==> src/rtl/dev_alloc_pkg.sv <==
package dev_alloc_pkg;
  localparam int DEF_DEPTH = 8;
  localparam int DEF_AW    = 32;
  localparam int DEF_IW    = 8;
  localparam int DEF_CW    = 4;
  localparam int DEF_NIRQ  = 32;

  typedef enum logic [1:0] {
    IRQ_OK       = 2'd0,
    IRQ_BAD_DEV  = 2'd1,
    IRQ_BAD_IDX  = 2'd2,
    IRQ_BAD_LINE = 2'd3
  } irq_chk_e;
endpackage

==> src/rtl/dev_alloc_unit.sv <==
module dev_alloc_unit #(
  parameter int AW = 32,
  parameter int IW = 8,
  parameter int CW = 4
) (
  input  logic          clk,
  input  logic          rst_n,
  input  logic          init_valid,
  input  logic [AW-1:0] init_base,
  input  logic [IW-1:0] init_irq,
  input  logic          commit,
  input  logic [AW-1:0] req_base,
  input  logic [AW-1:0] req_size,
  input  logic [IW-1:0] req_irq,
  input  logic [CW-1:0] req_cnt,
  output logic [AW-1:0] asg_base,
  output logic [IW-1:0] asg_irq,
  output logic [AW-1:0] free_base,
  output logic [IW-1:0] free_irq
);
  logic take_base, take_irq;

  always_comb begin
    take_base = (req_base == '0);
    take_irq  = (req_irq == '0) && (req_cnt != '0);
    asg_base  = take_base ? free_base : req_base;
    asg_irq   = take_irq  ? free_irq  : req_irq;
  end

  always_ff @(posedge clk) begin
    if (!rst_n) begin
      free_base <= '0;
      free_irq  <= '0;
    end else if (init_valid) begin
      free_base <= init_base;
      free_irq  <= init_irq;
    end else if (commit) begin
      if (take_base) free_base <= free_base + req_size;
      if (take_irq)  free_irq  <= free_irq + IW'(req_cnt);
    end
  end
endmodule

==> src/rtl/dev_desc_table.sv <==
module dev_desc_table #(
  parameter int DEPTH = 8,
  parameter int AW    = 32,
  parameter int IW    = 8,
  parameter int CW    = 4,
  localparam int IDXW = $clog2(DEPTH),
  localparam int CNTW = $clog2(DEPTH + 1)
) (
  input  logic            clk,
  input  logic            rst_n,
  input  logic            wr_en,
  input  logic [AW-1:0]   wr_base,
  input  logic [AW-1:0]   wr_size,
  input  logic [IW-1:0]   wr_irq,
  input  logic [CW-1:0]   wr_cnt,
  input  logic [IDXW-1:0] rd_idx,
  output logic            rd_hit,
  output logic [AW-1:0]   rd_base,
  output logic [AW-1:0]   rd_size,
  output logic [IW-1:0]   rd_irq,
  output logic [CW-1:0]   rd_cnt,
  input  logic [IDXW-1:0] lk_idx,
  output logic            lk_hit,
  output logic [IW-1:0]   lk_irq,
  output logic [CW-1:0]   lk_cnt,
  output logic [CNTW-1:0] count,
  output logic            full
);
  logic [AW-1:0] base_q [DEPTH];
  logic [AW-1:0] size_q [DEPTH];
  logic [IW-1:0] irq_q  [DEPTH];
  logic [CW-1:0] cnt_q  [DEPTH];

  assign full = (count == CNTW'(DEPTH));

  always_ff @(posedge clk) begin
    if (!rst_n)                count <= '0;
    else if (wr_en && !full)   count <= count + 1'b1;
  end

  for (genvar g = 0; g < DEPTH; g++) begin : g_slot
    always_ff @(posedge clk) begin
      if (!rst_n) begin
        base_q[g] <= '0;
        size_q[g] <= '0;
        irq_q[g]  <= '0;
        cnt_q[g]  <= '0;
      end else if (wr_en && (count == CNTW'(g))) begin
        base_q[g] <= wr_base;
        size_q[g] <= wr_size;
        irq_q[g]  <= wr_irq;
        cnt_q[g]  <= wr_cnt;
      end
    end
  end

  always_comb begin
    rd_hit  = (CNTW'(rd_idx) < count);
    rd_base = base_q[rd_idx];
    rd_size = size_q[rd_idx];
    rd_irq  = irq_q[rd_idx];
    rd_cnt  = cnt_q[rd_idx];
    lk_hit  = (CNTW'(lk_idx) < count);
    lk_irq  = irq_q[lk_idx];
    lk_cnt  = cnt_q[lk_idx];
  end
endmodule

==> src/rtl/dev_irq_router.sv <==
module dev_irq_router
  import dev_alloc_pkg::*;
#(
  parameter int NIRQ = 32,
  parameter int IW   = 8,
  parameter int CW   = 4,
  localparam int LW  = ((IW > CW) ? IW : CW) + 1
) (
  input  logic            clk,
  input  logic            rst_n,
  input  logic            set_valid,
  input  logic            level,
  input  logic [CW-1:0]   local_idx,
  input  logic            dev_hit,
  input  logic [IW-1:0]   dev_first,
  input  logic [CW-1:0]   dev_cnt,
  output logic [NIRQ-1:0] irq_vec,
  output logic            irq_err
);
  logic [LW-1:0] line;
  irq_chk_e      cause;

  always_comb begin
    line = LW'(dev_first) + LW'(local_idx);
    if (!dev_hit)                    cause = IRQ_BAD_DEV;
    else if (local_idx >= dev_cnt)   cause = IRQ_BAD_IDX;
    else if (line >= LW'(NIRQ))      cause = IRQ_BAD_LINE;
    else                             cause = IRQ_OK;
  end

  always_ff @(posedge clk) begin
    if (!rst_n) irq_err <= 1'b0;
    else        irq_err <= set_valid && (cause != IRQ_OK);
  end

  for (genvar g = 0; g < NIRQ; g++) begin : g_line
    always_ff @(posedge clk) begin
      if (!rst_n)
        irq_vec[g] <= 1'b0;
      else if (set_valid && (cause == IRQ_OK) && (line == LW'(g)))
        irq_vec[g] <= level;
    end
  end
endmodule

==> src/rtl/dev_alloc_registry.sv <==
module dev_alloc_registry
  import dev_alloc_pkg::*;
#(
  parameter int DEPTH = DEF_DEPTH,
  parameter int AW    = DEF_AW,
  parameter int IW    = DEF_IW,
  parameter int CW    = DEF_CW,
  parameter int NIRQ  = DEF_NIRQ,
  localparam int IDXW = $clog2(DEPTH),
  localparam int CNTW = $clog2(DEPTH + 1)
) (
  input  logic            clk,
  input  logic            rst_n,
  input  logic            init_valid,
  input  logic [AW-1:0]   init_base,
  input  logic [IW-1:0]   init_irq,
  input  logic            req_valid,
  output logic            req_ready,
  input  logic [AW-1:0]   req_base,
  input  logic [AW-1:0]   req_size,
  input  logic [IW-1:0]   req_irq,
  input  logic [CW-1:0]   req_irq_cnt,
  output logic            rsp_valid,
  output logic            rsp_full,
  output logic [AW-1:0]   rsp_base,
  output logic [IW-1:0]   rsp_irq,
  output logic [IDXW-1:0] rsp_slot,
  output logic [CNTW-1:0] tbl_count,
  output logic            tbl_full,
  input  logic [IDXW-1:0] rd_idx,
  output logic            rd_hit,
  output logic [AW-1:0]   rd_base,
  output logic [AW-1:0]   rd_size,
  output logic [IW-1:0]   rd_irq,
  output logic [CW-1:0]   rd_irq_cnt,
  input  logic            irq_set_valid,
  input  logic [IDXW-1:0] irq_dev,
  input  logic [CW-1:0]   irq_local,
  input  logic            irq_level,
  output logic [NIRQ-1:0] irq_vec,
  output logic            irq_err
);
  logic          accept, commit;
  logic [AW-1:0] asg_base, free_base;
  logic [IW-1:0] asg_irq, free_irq;
  logic          lk_hit;
  logic [IW-1:0] lk_irq;
  logic [CW-1:0] lk_cnt;

  assign req_ready = !init_valid;
  assign accept    = req_valid && req_ready;
  assign commit    = accept && !tbl_full;

  assign rsp_valid = accept;
  assign rsp_full  = tbl_full;
  assign rsp_base  = tbl_full ? '0 : asg_base;
  assign rsp_irq   = tbl_full ? '0 : asg_irq;
  assign rsp_slot  = tbl_full ? '0 : tbl_count[IDXW-1:0];

  dev_alloc_unit #(.AW(AW), .IW(IW), .CW(CW)) u_alloc (
    .clk(clk), .rst_n(rst_n),
    .init_valid(init_valid), .init_base(init_base), .init_irq(init_irq),
    .commit(commit),
    .req_base(req_base), .req_size(req_size), .req_irq(req_irq), .req_cnt(req_irq_cnt),
    .asg_base(asg_base), .asg_irq(asg_irq),
    .free_base(free_base), .free_irq(free_irq)
  );

  dev_desc_table #(.DEPTH(DEPTH), .AW(AW), .IW(IW), .CW(CW)) u_table (
    .clk(clk), .rst_n(rst_n),
    .wr_en(commit), .wr_base(asg_base), .wr_size(req_size),
    .wr_irq(asg_irq), .wr_cnt(req_irq_cnt),
    .rd_idx(rd_idx), .rd_hit(rd_hit), .rd_base(rd_base), .rd_size(rd_size),
    .rd_irq(rd_irq), .rd_cnt(rd_irq_cnt),
    .lk_idx(irq_dev), .lk_hit(lk_hit), .lk_irq(lk_irq), .lk_cnt(lk_cnt),
    .count(tbl_count), .full(tbl_full)
  );

  dev_irq_router #(.NIRQ(NIRQ), .IW(IW), .CW(CW)) u_router (
    .clk(clk), .rst_n(rst_n),
    .set_valid(irq_set_valid), .level(irq_level), .local_idx(irq_local),
    .dev_hit(lk_hit), .dev_first(lk_irq), .dev_cnt(lk_cnt),
    .irq_vec(irq_vec), .irq_err(irq_err)
  );
endmodule

==> config.mk <==
export PLATFORM = sky130hd
export DESIGN_NAME = dev_alloc_registry
export DESIGN_NICKNAME = d
export VERILOG_FILES = /design/src/rtl/dev_alloc_pkg.sv /design/src/rtl/dev_alloc_unit.sv /design/src/rtl/dev_desc_table.sv /design/src/rtl/dev_irq_router.sv /design/src/rtl/dev_alloc_registry.sv
export SDC_FILE = /design/constraint.sdc
export NUM_CORES = 1
export LEC_CHECK = 0
export ABC_CLOCK_PERIOD_IN_PS = 8200
export CAP_MARGIN = 20
export CORE_MARGIN = 2
export CORE_UTILIZATION = 60
export DETAILED_ROUTE_END_ITERATION = 6
export PLACE_DENSITY = 0.92
export SETUP_SLACK_MARGIN = 0.3
export SYNTH_ARGS = -nofsm -noshare
export SYNTH_HDL_FRONTEND = slang
export SYNTH_SLANG_ARGS = --single-unit
==> constraint.sdc <==
create_clock -name clk -period 8.2 [get_ports clk]
set_input_delay 1.23 -clock clk [delete_from_list [all_inputs] [get_ports clk]]
set_output_delay 1.23 -clock clk [all_outputs]
set_load 0.02 [all_outputs]
Yosys cells after proc, flatten, opt, wreduce, memory -nomap -nowiden

Memory sizes are Yosys's and may differ from the RTL's.
Cells that the tools add are included.

Flip-flop bits (word level): 77
Memory bits (writable): 608
Bits of input ports: 132
Output and inout bits: 161
Memories kept: 4

Memories:

| memory         | words | bits a word | read ports | clocked after Yosys merged registers in | write ports | RTL line             | text |
|---|---|---|---|---|---|---|---|
| u_table.base_q | 8     | 32          | 1          | 0                                       | 8           | dev_desc_table.sv:29 | `logic [AW-1:0] base_q [DEPTH];` |
| u_table.size_q | 8     | 32          | 1          | 0                                       | 8           | dev_desc_table.sv:30 | `logic [AW-1:0] size_q [DEPTH];` |
| u_table.irq_q  | 8     | 8           | 2          | 0                                       | 8           | dev_desc_table.sv:31 | `logic [IW-1:0] irq_q [DEPTH];` |
| u_table.cnt_q  | 8     | 4           | 2          | 0                                       | 8           | dev_desc_table.sv:32 | `logic [CW-1:0] cnt_q [DEPTH];` |

Add/subtract/negate cells: 4
$lt $le $gt $ge: 4
Eq/ne operators: 39
Mux-type cells: 71
Bitwise logic cells: 32
Reduce and logical (&&, ||, !) cells: 60

Operators with widths:

| cell                  | count |
|---|---|
| $mux W32              | 21 |
| $eq A9 B5 Y1 const B  | 16 |
| $mux W8               | 13 |
| $eq A9 B4 Y1 const B  | 8 |
| $logic_and A1 B1 Y1   | 46 |
| $eq A9 B3 Y1 const B  | 4 |
| $add A32 B32 Y32      | 1 |
| $logic_not A32 Y1     | 1 |
| $mux W4               | 8 |
| $or A1 B1 Y1          | 32 |
| $mux W1               | 25 |
| $eq A9 B2 Y1 const B  | 2 |
| $eq A4 B3 Y1 const B  | 4 |
| $add A8 B4 Y9         | 1 |
| $eq A9 B1 Y1 const B  | 1 |
| $ge A9 B6 Y1 const B  | 1 |
| $logic_not A9 Y1      | 1 |
| $add A8 B4 Y8         | 1 |
| $eq A4 B2 Y1 const B  | 2 |
| $logic_not A8 Y1      | 1 |
| $lt A3 B4 Y1          | 2 |
| $reduce_bool A2 Y1    | 4 |
| $mux W2               | 3 |
| $add A4 B1 Y4 const B | 1 |
| 9 further kinds       | 11 |

Longest topological paths before layout

Gate-level depths: netlist (run 1).
An unclocked memory read counts as a cell.

Depth in word-level cells: 9
Depth in mapped cells: 17
Gate-level depth less buffers: 13

By module

A second synthesis (run 1) with hierarchy kept.

Cells, all modules: 2469
Area total of the unflattened synthesis: 34548.1 µm²

By module, submodules not included:

| module             | instances | cells an instance | area an instance (µm²) |
|---|---|---|---|
| dev_desc_table     | 1         | 1657              | 28055.7 |
| dev_alloc_unit     | 1         | 540               | 4146.5 |
| dev_irq_router     | 1         | 221               | 1999.4 |
| dev_alloc_registry | 1         | 51                | 346.6 |

Least setup slack after synthesis (run 1)

No wires, ideal clock.

Path kind: in2reg
Start: in irq_dev[0]
End: reg u_router.irq_vec[27]
Setup time: 129 ps
Arrival: 5302 ps
Required time: 8071 ps
Setup slack: 2769 ps
Stages: 16
Buffers on the path: 4
Path through: buf_2 buf_1 mux4_2 mux2_2 ha_1 fa_1 a21o_1 a21oi_1 nor2_1 a211oi_2 o2111ai_1 or2_4 buf_6 buf_2 o211ai_1 o31ai_1

Word-level cells in the longest chain between the ends: 9
Elaborated cells on any way between the ends: 13
Classes of those cells: 1 x add/sub; 3 x order compare; 1 x eq/ne; 3 x mux; 3 x reduce/logical; 2 x memory

Ends and longest elaborated chain:

| item                           | RTL line                 | text |
|---|---|---|
| start: declaration             | dev_alloc_registry.sv:37 | `input logic [IDXW-1:0] irq_dev,` |
| $mem_v2 Z8 W8                  | -                        |  |
| $add A8 B4 Y9                  | dev_irq_router.sv:24     | `line = LW'(dev_first) + LW'(local_idx);` |
| $ge A9 B6 Y1                   | dev_irq_router.sv:27     | `else if (line >= LW'(NIRQ)) cause = IRQ_BAD_LINE;` |
| $mux W2                        | dev_irq_router.sv:27     |  |
| $mux W2                        | dev_irq_router.sv:26     | `else if (local_idx >= dev_cnt) cause = IRQ_BAD_IDX;` |
| $mux W2                        | dev_irq_router.sv:25     | `if (!dev_hit) cause = IRQ_BAD_DEV;` |
| $logic_not A2 Y1               | dev_irq_router.sv:40     | `else if (set_valid && (cause == IRQ_OK) && (line == LW'(g)))` |
| $logic_and A1 B1 Y1            | dev_irq_router.sv:40     |  |
| $logic_and A1 B1 Y1 *          | dev_irq_router.sv:40     |  |
| end signal: indexed assignment | dev_irq_router.sv:41     | `irq_vec[g] <= level;` |
| end: declaration               | dev_irq_router.sv:17     | `output logic [NIRQ-1:0] irq_vec,` |

Mark *: on every way between the ends. The rest lies on a longest branch, timed or not.
A chain may end at the register's enable or synchronous reset.

Final worst setup path (run 1)

Start: in req_base[7]
End: out rsp_base[3]

Word-level cells in the longest chain between the ends: 3

Ends and longest elaborated chain:

| item               | RTL line                 | text |
|---|---|---|
| start: declaration | dev_alloc_registry.sv:19 | `input logic [AW-1:0] req_base,` |
| $logic_not A32 Y1  | dev_alloc_unit.sv:24     | `take_base = (req_base == '0);` |
| $mux W32           | dev_alloc_unit.sv:26     | `asg_base = take_base ? free_base : req_base;` |
| $mux W32           | dev_alloc_registry.sv:56 | `assign rsp_base = tbl_full ? '0 : asg_base;` |
| end: declaration   | dev_alloc_registry.sv:25 | `output logic [AW-1:0] rsp_base,` |

Every way passes these cells.

==> results_dict.tcl, run 1 <==
set metrics [dict create \
    final_cell_mix "608 x edfxtp_1, 437 x nor2_1, 288 x clkdlybuf4s50_1" \
    synth_fp_nets 2684 \
    cts_resized 0 \
    globalplace.congestion 0.960 \
    fillers 3267 \
    ys_ff_latch 685 \
    critPathKind "in -> out" \
    grt_pass1_vias 24500 \
    initialDrtViolationCount 3511 \
    whs_ns 0.466 \
    num_rows 85 \
    cts-root-buf "clkbuf_16" \
    max_freq_ghz 0.169 \
    port_buffers 292 \
    required_ns 6.97 \
    status "complete, no violations" \
    synth_top_area_cell "edfxtp_1" \
    ant_nets 0 \
    syn_to_final_growth_pct 17.0 \
    netlist_instances 2498 \
    numCtsBuffers 69 \
    dp_worst_setup_slack_ns 1.64 \
    hold_violations 0 \
    worst_clock_skew_ns 0.0251 \
    arrival_ns 4.68 \
    fin_crit_ns 5.91 \
    period_share_pct 72.0 \
    syn_avg_cell_area_um2 13.2 \
    die_h_um 239 \
    avgViaCountPerCell 7.02 \
    post_drt_wl_per_cell_um 29.3 \
    synth_area_leaders "edfxtp_1 55%, mux4_2 12%, and3_1 5.2%" \
    ys_types 69 \
    async_flop_share_pct 0 \
    ys.flop_type "edfxtp_1" \
    ctsHoldBuffers 0 \
    drc 0 \
    design_area_mm2 0.0386 \
    final_util_pct 71.4 \
    initial_utilization_pct 61.0 \
    dp_hpwl_mm 59.5 \
    setup_tns_ns 0 \
    final.setup.worst_slack_ns 2.29 \
    syn-cell-area_mm2 0.0330 \
    yosysSeqAreaShare_pct 59.9 \
    first_pass_iters 6 \
    ir_drop_uv 165 \
    finalSetupViolCount 0 \
    nets 2890 \
    htreeDepth 3 \
    placed_area_mm2 0.0364 \
    yosysWarningCount 0 \
    rsz0062_at_grt "no" \
    grt_pass1_wl_mm 149 \
    core_area_mm2 0.0541 \
    layout_commonest_cell "edfxtp_1" \
    io_pins 293 \
    drv_slew 0 \
    synth_edf_count 608 \
    drive_above_1_share_pct 15.7 \
    die_w_um 239 \
    grt_overflow 0 \
    cap_violations 0 \
    clkTransAtPathRegs_ns 0.06 \
    static-leakage-power_nw 15.1 \
    clock_latency_ns 0.61 \
    worst_setup_path_end_kind "output pin" \
    grt_max_degree 85 \
    synth_top_area_share_pct 55.3 \
    vias 24300 \
    antenna_found_initial 8 \
    cts.repair_timing.setup_buffer_count 0 \
    hp-class "reg -> reg" \
    p_per_area_mw_per_mm2 211 \
    worstSetupStartpointType "input port" \
    wl_mm 101 \
    cp_max_fo 16 \
    dieArea_mm2 0.0569 \
    cts_tree "done" \
    clock_sinks 685 \
    clockBufferDepth 3 \
    grt_use_total_pct 35.5 \
    relSlewSlack_pct 20.2 \
    tightestPinTransition_ns 1.20 \
]
per-layer routing:
metal	vias to the layer above	track usage, %	wire, um
met2	2170	55.6	47300
met4	8	22.0	6630
met3	426	9.31	13800
li1	9900	-	-
met5	-	0	45
met1	11800	44.5	33400
final timing paths:
check                                         start  cells after the start                                end  slack [ns]
hold reg to reg   u_router.irq_vec[18]$_SDFFE_PN0P_                      2  u_router.irq_vec[18]$_SDFFE_PN0P_        0.47
setup reg to reg  u_table.irq_q[1][0]$_SDFFCE_PN0P_                     12  u_router.irq_vec[16]$_SDFFE_PN0P_        3.75
setup / recovery                        req_base[7]                      8                        rsp_base[3]        2.29
hold / removal    u_router.irq_vec[18]$_SDFFE_PN0P_                      2  u_router.irq_vec[18]$_SDFFE_PN0P_        0.47
cells by family (layout without fill, tap and decap cells):
group / count (synthesis) / count (layout) / synth area share, %
and+or+nand+nor: 943 / 943 / 13.7
DFF: 685 / 685 / 59.9
AOI/OAI and AO/OA: 287 / 287 / 5.46
muxes: 282 / 282 / 15.5
buffers and inverters: 221 / 479 / 2.62
adders and majority gates: 54 / 54 / 2.11
xor gates and xnor gates: 26 / 26 / 0.689
other: 0 / 3 / 0
registers in the layout, indices dropped and copies added, names as in the netlist:
register	cells
u_table.base_q	256
u_table.size_q	256
u_table.irq_q	64
u_alloc.free_base	32
u_router.irq_vec	32
u_table.cnt_q	32
u_alloc.free_irq	8
u_table.count	4
u_router.irq_err	1
Yosys cell counts, types with 3 or more instances:
| cell type | n |
|---|---|
| o21bai_1 | 3 |
| fa_1 | 3 |
| and3_1 | 277 |
| a221oi_1 | 5 |
| nor3_1 | 19 |
| a31oi_1 | 10 |
| inv_1 | 22 |
| or3b_1 | 3 |
| o211ai_1 | 19 |
| a211oi_1 | 11 |
| nor4_2 | 4 |
| xnor2_1 | 15 |
| clkbuf_1 | 153 |
| dfxtp_1 | 77 |
| o21a_1 | 6 |
| buf_1 | 35 |
| a21o_1 | 16 |
| buf_6 | 3 |
| nor2_1 | 437 |
| a311oi_1 | 3 |
| o221ai_1 | 6 |
| o21ai_0 | 49 |
| a21oi_1 | 114 |
| a211o_1 | 4 |
| nor4_1 | 19 |
| buf_2 | 4 |
| edfxtp_1 | 608 |
| nand4_1 | 3 |
| and4_1 | 4 |
| xor2_1 | 11 |
| nor3_2 | 3 |
| o31ai_1 | 17 |
| mux2i_1 | 25 |
| nand2b_1 | 15 |
| mux4_2 | 174 |
| nor2b_1 | 8 |
| nand2_1 | 119 |
| ha_1 | 51 |
| mux2_2 | 83 |
| nand3_1 | 20 |
where the power goes:
| part | leakage (nW) | total (mW) | switching [mW] | internal [mW] |
|---|---|---|---|---|
| clock | 1.08 | 3.11 | 1.34 | 1.78 |
| combinational | 7.12 | 1.04 | 0.620 | 0.422 |
| sequential | 6.93 | 4.01 | 0.0755 | 3.93 |
stage by stage:
| stage | instances | total power, mW |
|---|---|---|
| after floorplan | 2498 | 4.65 |
| after CTS | 3451 | 8.14 |
| final | 3455 | 8.16 |
| after detailed placement | 3328 | 5.09 |
| after global routing | 3453 | 8.34 |
| after global placement | 3328 | 5.05 |
final cells by class:
cell class	instances	area, um2	share of cell area, %
clock buffer	89	1870	4.85
inverter	24	90.1	0.233
antenna	3	7.51	0.0194
clock inverter	34	303	0.784
tap	696	871	2.25
multi-input combinational	1592	12500	32.2
timing repair buffer	332	3240	8.39
sequential	685	19800	51.2
critical path, cell delays in order:
cell and delay [ns]:
clkdlybuf4s50_1 0.48, nor4_1 0.36, nand2_1 0.29, nor4_2 0.46
buf_4 0.32, a21oi_1 0.28, nor2_1 0.51, clkdlybuf4s50_1 0.73
(Power assumes the default switching activity.)
==> inputs of run 2 (changes only) <==
--- a/config.mk
+++ b/config.mk
@@ -5,12 +5,12 @@
 export SDC_FILE = /design/constraint.sdc
 export NUM_CORES = 1
 export LEC_CHECK = 0
-export ABC_CLOCK_PERIOD_IN_PS = 8200
+export ABC_CLOCK_PERIOD_IN_PS = 5200
 export CAP_MARGIN = 20
 export CORE_MARGIN = 2
-export CORE_UTILIZATION = 60
+export CORE_UTILIZATION = 53
 export DETAILED_ROUTE_END_ITERATION = 6
-export PLACE_DENSITY = 0.92
+export PLACE_DENSITY = 0.86
 export SETUP_SLACK_MARGIN = 0.3
 export SYNTH_ARGS = -nofsm -noshare
 export SYNTH_HDL_FRONTEND = slang
==> constraint.sdc (replaced) <==
create_clock -name clk -period 5.2 [get_ports clk]
set_input_delay 0.78 -clock clk [delete_from_list [all_inputs] [get_ports clk]]
set_output_delay 0.78 -clock clk [all_outputs]
set_load 0.02 [all_outputs]
==> run 2 against run 1 <==
Sequential share of layout area shrank 0.75 points. Critical path type unchanged. Design area rose by 1.5%. Clock power is 62% higher. Cell count increased by 4.8%. Sequential power up 57%. Clock-buffer cell count up 4. Combinational power increased by 62%.
==> results_dict.tcl, run 2 (synthesis gave the netlist of run 1 again) <==
set metrics [dict create \
    ant_nets 0 \
    io_pins 293 \
    initialDrtViolationCount 3247 \
    grt_max_degree 112 \
    ir_drop_uv 225 \
    first_pass_iters 6 \
    power_frac_comb_pct 12.9 \
    p_sw_mw 3.27 \
    clock_latency_ns 0.64 \
    dieArea_mm2 0.0643 \
    post_drt_wl_per_cell_um 28.0 \
    final_util_pct 63.5 \
    p_per_area_mw_per_mm2 332 \
    cap_violations 0 \
    antenna_found_initial 2 \
    final.setup.worst_slack_ns 0.524 \
    rsz0062_at_grt "no" \
    globalplace.congestion 0.940 \
    critPathKind "in -> out" \
    worst_setup_path_end_kind "output pin" \
    numCtsBuffers 71 \
    clockBufferDepth 3 \
    drt-met1-wl_mm 36.2 \
    cts_resized 0 \
    die_w_um 254 \
    wl_met3_mm 13.3 \
    grt_pass1_vias 23700 \
    whs_ns 0.475 \
    required_ns 4.42 \
    tightestPinTransition_ns 1.13 \
    status "complete, no violations" \
    clock_sinks 685 \
    drc 0 \
    fin_crit_ns 4.68 \
    core_area_mm2 0.0617 \
    port_buffers 292 \
    relSlewSlack_pct 24.6 \
    clkTransAtPathRegs_ns 0.06 \
    worst_clock_skew_ns 0.0245 \
    cts-root-buf "clkbuf_16" \
    ctsHoldBuffers 0 \
    hold_violations 0 \
    max_freq_ghz 0.214 \
    grt_overflow 0 \
    htreeDepth 3 \
    cts_tree "done" \
    nets 2915 \
    hp-class "reg -> reg" \
    num_rows 91 \
    dr.max_layer_used "met5" \
    top_regs "u_table.base_q: 256 flops, u_table.size_q: 256 flops, u_table.irq_q: 64 flops" \
    placed_area_mm2 0.0369 \
    cts.repair_timing.setup_buffer_count 0 \
    avgViaCountPerCell 6.56 \
    intPower_mw 9.75 \
    final_cell_mix "608 x edfxtp_1, 437 x nor2_1, 288 x clkdlybuf4s50_1" \
    die_h_um 254 \
    initial_utilization_pct 53.5 \
    p_clk_share_pct 38.7 \
    switching_share_pct 25.1 \
    design_area_mm2 0.0392 \
    worstSetupStartpointType "input port" \
    dp_hpwl_mm 62.9 \
    fillers 4472 \
    drv_slew 0 \
    grt_pass1_wl_mm 149 \
    layout_commonest_cell "edfxtp_1" \
    static-leakage-power_nw 15.3 \
    cp_max_fo 16 \
    wl_met2_mm 47.9 \
    power_frac_seq_pct 48.4 \
    drive_above_1_share_pct 16.4 \
    setup_tns_ns 0 \
    vias 23800 \
    grt_use_total_pct 31.4 \
    dp_worst_setup_slack_ns 0.221 \
    period_share_pct 89.9 \
    arrival_ns 3.90 \
    wl_mm 101 \
    finalSetupViolCount 0 \
    syn_to_final_growth_pct 18.7 \
]
-- run 2: cell count changes in the layout (fill, tap and decap cells not counted), moves of 2 or more --
cell	previous run	this run
clkinv_8	0	2
clkinv_1	11	13
clkinv_4	3	1
clkbuf_1	15	18
inv_6	1	4
clkinv_2	14	9
buf_12	1	13
buf_4	39	51
diode_2	3	1
-- run 2: worst paths after layout --
check | startpoint | endpoint | slack, ns | cells after the start
max | req_base[8] | rsp_base[22] | 0.52 | 8
min | u_router.irq_vec[26]$_SDFFE_PN0P_ | u_router.irq_vec[26]$_SDFFE_PN0P_ | 0.48 | 2
max reg2reg | u_table.irq_q[6][0]$_SDFFCE_PN0P_ | u_router.irq_vec[18]$_SDFFE_PN0P_ | 1.32 | 13
min reg2reg | u_router.irq_vec[26]$_SDFFE_PN0P_ | u_router.irq_vec[26]$_SDFFE_PN0P_ | 0.48 | 2
-- run 2: metrics by stage --
stage	power, mW	cells
finish	13.0	3622
global placement	8.01	3490
global route	13.3	3621
CTS	13.0	3618
detailed placement	8.06	3490
floorplan	7.34	2498
-- run 2: area by class of cell --
type                            count  area (um2)  share of cell area, %
Multi-Input combinational cell   1592       12500                   31.8
Antenna cell                        1        2.50                0.00638
Sequential cell                   685       19800                   50.5
Clock inverter                     35         348                  0.887
Clock buffer                       93        1910                   4.87
Tap cell                          837        1050                   2.67
Timing Repair Buffer              355        3560                   9.07
Inverter                           24        90.1                  0.230
-- run 2: power groups by stage --
| stage | clock network (mW) | logic [mW] | registers [mW] |
|---|---|---|---|
| after floorplan | 0 | 0.956 | 6.38 |
| after global placement | 0 | 1.61 | 6.39 |
| after detailed placement | 0 | 1.65 | 6.42 |
| after CTS | 5.06 | 1.66 | 6.30 |
| after global routing | 5.26 | 1.77 | 6.32 |
| final | 5.03 | 1.68 | 6.31 |
-- run 2: layer usage --
layer,GRT usage [%],up-vias
met1,41.8,11800
met2,49.8,1802
li1,-,9949
met3,7.66,240
met4,13.3,2
met5,0,-
-- run 2: critical path, cell delays in order --
cell,delay (ns)
clkdlybuf4s50_1,0.45
nor4_1,0.41
nand2_1,0.24
nor4_2,0.34
buf_4,0.30
a21oi_1,0.27
nor2_1,0.40
clkdlybuf4s50_1,0.70
